`config.mk`:
```
export PLATFORM = sky130hd
export DESIGN_NAME = fwd_unit
export DESIGN_NICKNAME = d
export VERILOG_FILES = /design/src/rtl/fwd_pkg.sv /design/src/rtl/fwd_match.sv /design/src/rtl/fwd_select.sv /design/src/rtl/fwd_opmux.sv /design/src/rtl/fwd_unit.sv
export SDC_FILE = /design/constraint.sdc
export NUM_CORES = 1
export LEC_CHECK = 0
export CAP_MARGIN = 30
export CORE_AREA = 2 2 86 88
export DETAILED_ROUTE_END_ITERATION = 10
export DIE_AREA = 0 0 88 90
export DONT_BUFFER_PORTS = 1
export PLACE_DENSITY = 0.32
export SYNTH_ARGS = -nofsm -noshare
export SYNTH_HDL_FRONTEND = slang
export SYNTH_HIERARCHICAL = 1
export SYNTH_SLANG_ARGS = --single-unit
```
`constraint.sdc`:
```
create_clock -name vclk -period 4.5
set_input_delay 1.35 -clock vclk [all_inputs]
set_output_delay 1.35 -clock vclk [all_outputs]
set_load 0.02 [all_outputs]
```
`src/rtl/fwd_pkg.sv`:
```
package fwd_pkg;
  typedef enum logic [1:0] {
    SEL_RF  = 2'b00,
    SEL_MWB = 2'b01,
    SEL_EXM = 2'b10,
    SEL_BAD = 2'b11
  } fwd_sel_e;
endpackage

```
`src/rtl/fwd_match.sv`:
```
module fwd_match #(
  parameter int REG_W = 5
) (
  input  logic             we,
  input  logic [REG_W-1:0] rd,
  input  logic [REG_W-1:0] rs,
  output logic             hit
);
  localparam logic [REG_W-1:0] ZERO_REG = '0;

  always_comb begin
    hit = we && (rd != ZERO_REG) && (rd == rs);
  end

  // a hit never names register 0
  always_comb begin
    if (hit) a_r5_no_zero_hit : assert (rd != ZERO_REG && we);
  end
endmodule

```
`src/rtl/fwd_select.sv`:
```
module fwd_select
  import fwd_pkg::*;
(
  input  logic     exm_hit,
  input  logic     mwb_hit,
  output fwd_sel_e sel
);
  always_comb begin
    if (exm_hit)      sel = SEL_EXM;
    else if (mwb_hit) sel = SEL_MWB;
    else              sel = SEL_RF;
  end

  always_comb begin
    if (exm_hit && mwb_hit) a_r6_newest_wins : assert (sel == SEL_EXM);
    a_r7_no_code11 : assert (sel != SEL_BAD);
  end
endmodule

```
`src/rtl/fwd_opmux.sv`:
```
module fwd_opmux
  import fwd_pkg::*;
#(
  parameter int DATA_W = 32
) (
  input  fwd_sel_e          sel,
  input  logic [DATA_W-1:0] rf_val,
  input  logic [DATA_W-1:0] exm_val,
  input  logic [DATA_W-1:0] mwb_val,
  output logic [DATA_W-1:0] op
);
  always_comb begin
    unique case (sel)
      SEL_EXM: op = exm_val;
      SEL_MWB: op = mwb_val;
      SEL_RF:  op = rf_val;
      default: op = rf_val;
    endcase
  end
endmodule

```
`src/rtl/fwd_unit.sv`:
```
module fwd_unit
  import fwd_pkg::*;
#(
  parameter int REG_W  = 5,
  parameter int DATA_W = 32
) (
  input  logic [REG_W-1:0]  rs_a,
  input  logic [REG_W-1:0]  rs_b,
  input  logic [REG_W-1:0]  exm_rd,
  input  logic              exm_we,
  input  logic [REG_W-1:0]  mwb_rd,
  input  logic              mwb_we,
  input  logic [DATA_W-1:0] rf_a,
  input  logic [DATA_W-1:0] rf_b,
  input  logic [DATA_W-1:0] exm_val,
  input  logic [DATA_W-1:0] mwb_val,
  output logic [1:0]        sel_a,
  output logic [1:0]        sel_b,
  output logic [DATA_W-1:0] op_a,
  output logic [DATA_W-1:0] op_b
);
  localparam int N_OPS = 2;

  logic [REG_W-1:0]  rs_vec [N_OPS];
  logic [DATA_W-1:0] rf_vec [N_OPS];
  logic [DATA_W-1:0] op_vec [N_OPS];
  fwd_sel_e          sel_vec[N_OPS];

  assign rs_vec[0] = rs_a;
  assign rs_vec[1] = rs_b;
  assign rf_vec[0] = rf_a;
  assign rf_vec[1] = rf_b;

  for (genvar g = 0; g < N_OPS; g++) begin : g_op
    logic exm_hit;
    logic mwb_hit;

    fwd_match #(.REG_W(REG_W)) u_exm_match (
      .we(exm_we), .rd(exm_rd), .rs(rs_vec[g]), .hit(exm_hit)
    );
    fwd_match #(.REG_W(REG_W)) u_mwb_match (
      .we(mwb_we), .rd(mwb_rd), .rs(rs_vec[g]), .hit(mwb_hit)
    );
    fwd_select u_sel (
      .exm_hit(exm_hit), .mwb_hit(mwb_hit), .sel(sel_vec[g])
    );
    fwd_opmux #(.DATA_W(DATA_W)) u_mux (
      .sel(sel_vec[g]), .rf_val(rf_vec[g]), .exm_val(exm_val),
      .mwb_val(mwb_val), .op(op_vec[g])
    );

    // output value agrees with its select code at the port
    always_comb begin
      if (sel_vec[g] == SEL_EXM) a_r1_exm_path : assert (op_vec[g] == exm_val);
      if (sel_vec[g] == SEL_MWB) a_r1_mwb_path : assert (op_vec[g] == mwb_val);
      if (sel_vec[g] == SEL_RF)  a_r1_rf_path  : assert (op_vec[g] == rf_vec[g]);
    end
  end

  assign sel_a = sel_vec[0];
  assign sel_b = sel_vec[1];
  assign op_a  = op_vec[0];
  assign op_b  = op_vec[1];

  // a forward from a stage requires that stage's write flag
  always_comb begin
    if (sel_a == 2'b10) a_r2_exm_needs_we : assert (exm_we && exm_rd == rs_a);
    if (sel_b == 2'b01) a_r3_mwb_needs_we : assert (mwb_we && mwb_rd == rs_b);
  end
endmodule

```
After elaboration in Yosys (flattened, before gate mapping)
Cells that the tools add are included.
W data, S select, Z words.

storage, ports and cells
  bits in registers = 0
  input bits = 150
  output and inout bits = 68
  logic and storage cells = 22

operators by class
  equal/unequal tests = 8
  multiplexer cells = 6
  reductions and logical operators = 8

operators by type and width
  cell                  number
  $pmux W32 S2          2
  $eq A5 B5 Y1          4
  $reduce_bool A5 Y1    2
  $logic_and A1 B1 Y1   6
  $eq A2 B1 Y1 const B  2
  $eq A2 B2 Y1 const B  2
  $mux W2               2
  $mux W1               2

Longest topological paths before layout
Gate-level depths: netlist of run 1.

  depth in word-level cells = 7
  depth in mapped cells = 10
  gate-level depth less buffers = 8

Cells and area by module
Netlist of run 1, hierarchy kept.

modules (own cells, without submodules)
  module      times used  cells an instance  area an instance (um2)  sequential area each (um2)
  fwd_opmux   2           113                636.9                   0.0
  fwd_match   4           10                 76.3                    0.0
  fwd_select  2           2                  21.3                    0.0

Worst setup path after synthesis of run 1
No wires, ideal clock.

  path kind = input-to-output
  start = in exm_rd[0]
  end = out op_a[21]
  data arrival time = 3.071 ns
  required time = 3.150 ns
  slack = 0.079 ns
  stages on the path = 9
  path buffers = 2
  cell sequence = nor4_2 o21ai_1 and4_1 nor2b_4 inv_1 ha_1 buf_2 buf_2 o21ai_1

on the way
  word-level cells in the longest chain between the ends = 6
  elaborated cells between the ends (all ways) = 8
  those cells by class = eq/ne: 3; mux: 2; reduce/logical: 3

ends and longest elaborated chain
  what                                          RTL line         source
  from (decl)                                   fwd_unit.sv:9    input logic [REG_W-1:0] exm_rd,
  $reduce_bool A5 Y1                            fwd_match.sv:12  hit = we && (rd != ZERO_REG) && (rd == rs);
  $logic_and A1 B1 Y1                           fwd_match.sv:12
  $logic_and A1 B1 Y1 (*)                       fwd_match.sv:12
  net g_op[0].exm_hit                           fwd_unit.sv:35   logic exm_hit;
  $mux W2 (*)                                   fwd_select.sv:9  if (exm_hit) sel = SEL_EXM;
  net sel_a[0]                                  fwd_unit.sv:17   output logic [1:0] sel_a,
  $eq A2 B1 Y1 or $eq A2 B2 Y1 (tied branches)  -
  $pmux W32 S2 (*)                              fwd_opmux.sv:13  unique case (sel)
  to (decl)                                     fwd_unit.sv:19   output logic [DATA_W-1:0] op_a,

Mark *: on every way through the listed nets, which the timed path passes. The rest lies on a longest branch.

Worst setup path after layout of run 1
  start = in exm_rd[0]
  end = out op_a[29]

on the way
  word-level cells in the longest chain between the ends = 6
  elaborated cells between the ends (all ways) = 8
  those cells by class = eq/ne: 3; mux: 2; reduce/logical: 3

ends and longest elaborated chain
  what                                          RTL line
  $reduce_bool A5 Y1                            fwd_match.sv:12
  $logic_and A1 B1 Y1                           fwd_match.sv:12
  $logic_and A1 B1 Y1 (*)                       fwd_match.sv:12
  $mux W2 (*)                                   fwd_select.sv:9
  $eq A2 B1 Y1 or $eq A2 B2 Y1 (tied branches)  -
  $pmux W32 S2 (*)                              fwd_opmux.sv:13

Every way passes the cells marked *; elsewhere a longest branch is shown, timed or not.

==> flow_metrics.env, run 1 <==
export IMPL_nClkBuffers=0
export IMPL_seq_cell_count=0
export IMPL_p_per_area_nw_per_um2=85.50
export IMPL_ir_worst_vdd_mv=0.02714
export IMPL_arrival_ns=2.98
export IMPL_met3_usage=0.01561
export IMPL_ios=218
export IMPL_vias=2256
export IMPL_gr_usage_all_layers=0.1539
export IMPL_dr_pass1_iters=4
export IMPL_hold_viol_final=0
export IMPL_critPathRequiredTime_ns=3.15
export IMPL_drc_errors=0
export IMPL_drt_vias_per_instance=5.333
export IMPL_final_core_util=0.3310
export IMPL_min_period_ns=4.332
export IMPL_ys_seq_area_frac=0
export IMPL_wl_per_cell_um=17.50
export IMPL_grt_pass1_vias=2136
export IMPL_drive_above_1_share=0.2840
export IMPL_synthTopCellsByCount="nand2_1, a22oi_1, o21ai_1"
export IMPL_port_buffers=0
export IMPL_post_cts_buffers=0
export IMPL_grt_pass1_wl_mm=10.14
export IMPL_netlist_instances=270
export IMPL_ys_top_cells_by_area="a22oi_1, o21ai_1, nand2_1"
export IMPL_fin_crit_sh=0.9627
export IMPL_relSlewSlack=0.8491
export IMPL_syn_to_final_growth_pct=43.29
export IMPL_synth_top_area_share=0.2963
export IMPL_synth_fp_nets=424
export IMPL_grt_busiest_layer="met2"
export IMPL_die_y_um=90
export IMPL_crit_fanout=18
export IMPL_worst_pin_slew_ns=0.2263
export IMPL_cp_startpoint="exm_rd[0]"
export IMPL_tns_ns=0
export IMPL_start_util=0.2310
export IMPL_num_rows=31
export IMPL_wl_mm=7.404
export IMPL_grt_util_met2=0.3220
export IMPL_hold_class="in2out"
export IMPL_yosysMostFrequentCell="nand2_1"
export IMPL_grt_overflow=0
export IMPL_yosysWarnings=6
export IMPL_netlist_top_cell_by_area="a22oi_1"
export IMPL_antenna_found_initial=0
export IMPL_rsz0062_at_grt="no"
export IMPL_die_w_um=88
export IMPL_core_um2=7020
export IMPL_fillCellCount=782
export IMPL_fmax_ghz=0.2308
export IMPL_synth_area_per_cell_um2=6.006
export IMPL_criticalPathCategory="in2out"
export IMPL_dieArea_um2=7920
export IMPL_nets=480
export IMPL_report_final_slew_viol_count=0
export IMPL_setup_viol=0
export IMPL_outcome="finished, final reports clean"
export IMPL_leakage_nw=0.9137
export IMPL_synth_area_um2=1622
export IMPL_final_antenna_net_count=0
export IMPL_worstHoldStart="rf_b[12]"
export IMPL_grt_max_degree=47
export IMPL_cap_viol_max_count=0
export IMPL_startpoint_type="input port"
export IMPL_antenna_cells=0
export IMPL_first_iter_violations=63
export IMPL_regArea_um2=0
export IMPL_place_congestion=0.7566
export IMPL_grt_util_met1=0.1653
export IMPL_synth_distinct_cells=16
export IMPL_cp_end_kind="output port"
export IMPL_dpl_hpwl_mm=5.527
-- cell usage in the layout, fill, tap and decap left out --
cell	n
buf_4	72
nand2_1	68
o21ai_1	64
a22oi_1	64
xor2_1	12
buf_12	6
nor4_2	4
or2_0	4
xnor2_1	4
nor3_1	4
inv_1	4
o21ai_0	4
clkbuf_16	2
and4_2	2
ha_4	2
ha_1	2
buf_6	2
and4_1	2
nor2b_4	2
-- path summary, 6_finish.rpt --
| path | end | slack [ns] | cells past startpoint |
|---|---|---|---|
| worst min-delay path | op_b[12] | 2.93 | 3 |
| worst max-delay path | op_a[29] | 0.17 | 10 |
-- critical path, stage by stage --
cell,delay (ns)
nor4_2,0.24
o21ai_1,0.09
and4_2,0.27
nor2b_4,0.14
inv_1,0.08
ha_4,0.31
buf_6,0.18
nand2_1,0.07
o21ai_0,0.08
buf_4,0.17
-- per-layer routing --
| metal | part of all wire | up-vias |
|---|---|---|
| li1 | - | 1105 |
| met1 | 0.38 | 1022 |
| met2 | 0.53 | 127 |
| met3 | 0.080 | 2 |
| met4 | 0.0027 | 0 |
| met5 | 0 | - |
-- cell type report --
type	count	area, µm²	area share
multi-input combinational	238	1451	0.6247
timing repair buffer	82	733.2	0.3156
tap	99	123.9	0.05331
inverter	4	15.01	0.006462
-- cell families after synthesis --
family | after synthesis | share of synthesized area
AND/OR/NAND/NOR | 86 | 0.2546
XOR/XNOR | 16 | 0.08642
adder cells (fa/ha/maj) | 4 | 0.03087
buffers and inverters | 32 | 0.1219
AO/OA/AOI/OAI | 132 | 0.5062
-- per-stage QoR --
step	worst slack (ns)	hold WS [ns]	total power, mW	area (µm²)	cells
6_report	0.1676	2.930	0.1987	2323	423
5_1_grt	0.005248	2.940	0.2154	2323	423
4_1_cts	0.09904	2.929	0.1948	2243	421
3_5_place_dp	0.1091	2.929	0.1944	2243	421
3_3_place_gp	0.1128	2.927	0.1938	2243	421
2_1_floorplan	0.07864	2.879	0.1218	1622	270
-- repair_timing --
| item | in CTS | in global routing |
|---|---|---|
| hold buffers | 0 | 0 |
| resized for setup | 0 | 6 |
| setup endpoints to repair | 0 | 19 |
-- power by group --
part | switching [mW] | total (mW) | leakage [nW] | internal (mW)
logic | 0.108 | 0.199 | 0.914 | 0.0902
registers | 0 | 0 | 0 | 0
clock network | 0 | 0 | 0 | 0
total | 0.108 | 0.199 | 0.914 | 0.0902
Power figures use the tool's default switching activity.
==> run 2: changes to the inputs <==
- CORE_AREA: 2 2 86 88 -> 2 2 84 86
- DIE_AREA: 0 0 88 90 -> 0 0 86 88
- PLACE_DENSITY: 0.32 -> 0.34
- clock period: 4.5 -> 4.2 ns (I/O delays scaled with it)
==> flow_metrics.env, run 2 (synthesis gave the netlist of run 1 again) <==
export IMPL_outcome="finished, final reports clean"
export IMPL_start_util=0.2441
export IMPL_layout_common_cells="buf_4, nand2_1, a22oi_1"
export IMPL_drc_errors=0
export IMPL_comb_power_share=1.000
export IMPL_dr_pass1_iters=4
export IMPL_power_share_clock=0
export IMPL_p_per_area_nw_per_um2=89.16
export IMPL_grt_max_degree=29
export IMPL_dieArea_um2=7568
export IMPL_first_iter_violations=87
export IMPL_pwr_share_seq=0
export IMPL_post_dp_cell_area_um2=2280
export IMPL_rsz0062_at_grt="yes"
export IMPL_pre_cts_ws_ns=-0.03365
export IMPL_critPathRequiredTime_ns=2.94
export IMPL_wl_mm=7.791
export IMPL_relSlewSlack=0.8477
export IMPL_finalPower_mw=0.2411
export IMPL_nets=495
export IMPL_fin_crit_sh=0.9802
export IMPL_min_period_ns=4.117
export IMPL_die_w_um=86
export IMPL_port_buffers=0
export IMPL_final_cells=419
export IMPL_hold_class="in2out"
export IMPL_p_int_mw=0.1151
export IMPL_placed_cells=405
export IMPL_report_final_slew_viol_count=0
export IMPL_cp_end_kind="output port"
export IMPL_ir_worst_vdd_mv=0.03496
export IMPL_fillCellCount=696
export IMPL_place_congestion=0.7688
export IMPL_grt_overflow=0
export IMPL_drt_vias_per_instance=5.685
export IMPL_regArea_um2=0
export IMPL_startpoint_type="input port"
export IMPL_final_core_util=0.4070
export IMPL_dpl_hpwl_mm=5.455
export IMPL_antenna_cells=0
export IMPL_worst_pin_slew_ns=0.2265
export IMPL_antenna_found_initial=0
export IMPL_die_y_um=88
export IMPL_nClkBuffers=0
export IMPL_final_area_um2=2704
export IMPL_hold_viol_final=0
export IMPL_num_rows=30
export IMPL_leakage_nw=1.095
export IMPL_switching_share=0.5227
export IMPL_vias=2382
export IMPL_cap_viol_max_count=0
export IMPL_drive_above_1_share=0.3835
export IMPL_criticalPathCategory="in2out"
export IMPL_core_um2=6644
export IMPL_grt_pass1_wl_mm=9.887
export IMPL_hold_worst_slack_ns=2.736
export IMPL_crit_fanout=11
export IMPL_wl_per_cell_um=18.59
export IMPL_setup_viol=0
export IMPL_fmax_ghz=0.2429
export IMPL_tns_ns=0
export IMPL_ios=218
export IMPL_grt_pass1_vias=2021
export IMPL_arrival_ns=2.86
export IMPL_layout_setup_ws_ns=0.08319
export IMPL_final_common_cell="buf_4"
export IMPL_syn_to_final_growth_pct=66.74
export IMPL_switching_power_mw=0.1260
export IMPL_gr_usage_all_layers=0.1570
export IMPL_final_antenna_net_count=0
export IMPL_seq_cell_count=0
## run 2: changes by cell type in the layout (fill, tap and decap cells not counted), moves of 5 or more
| cell | change |
|---|---|
| clkbuf_16 | +5 |
| o21ai_1 | -10 |
| buf_6 | +7 |
| o21ai_2 | +10 |
| a22oi_2 | +6 |
| a22oi_1 | -6 |
## run 2: power groups by stage
stage / clock, mW / sequential, mW / combinational (mW)
floorplan: 0 / 0 / 0.130
global placement: 0 / 0 / 0.210
detailed placement: 0 / 0 / 0.211
CTS: 0 / 0 / 0.216
global route: 0 / 0 / 0.257
finish: 0 / 0 / 0.241
## run 2: area by class of cell
| type | count | area, µm² | area share |
|---|---|---|---|
| Inverter | 4 | 15.01 | 0.005553 |
| Timing Repair Buffer | 97 | 1030 | 0.3808 |
| Tap cell | 80 | 100.1 | 0.03702 |
| Multi-Input combinational cell | 238 | 1559 | 0.5766 |
## run 2: routing by layer
metal | global-route usage | up-vias | routed length [µm]
li1 | - | 1141 | -
met1 | 0.2019 | 1088 | 3086
met2 | 0.2868 | 147 | 3905
met3 | 0.02356 | 6 | 728
met4 | 0.01443 | 0 | 70
met5 | 0 | - | 0
## run 2: worst max-delay path, cell delays in order
cell and delay (ns):
xor2_1 0.14, nor3_1 0.20, and4_4 0.28, buf_4 0.13
ha_4 0.21, buf_6 0.15, clkbuf_16 0.17, o21ai_1 0.15
buf_4 0.16
## run 2: worst paths after layout
| path | from | end | slack [ns] | cells past startpoint |
|---|---|---|---|---|
| max | rs_a[3] | op_a[5] | 0.08 | 9 |
| min | rf_b[9] | op_b[9] | 2.74 | 3 |
## run 2: what timing repair did
| item | 4_1_cts | 5_1_grt |
|---|---|---|
| hold endpoints to repair | 0 | 0 |
| buffers inserted | 2 | 4 |
| endpoints found under the setup margin | 23 | 53 |
| resized for setup | 4 | 39 |
| hold buffers | 0 | 0 |
| gates cloned | 1 | 7 |
| pin swaps | 3 | 9 |
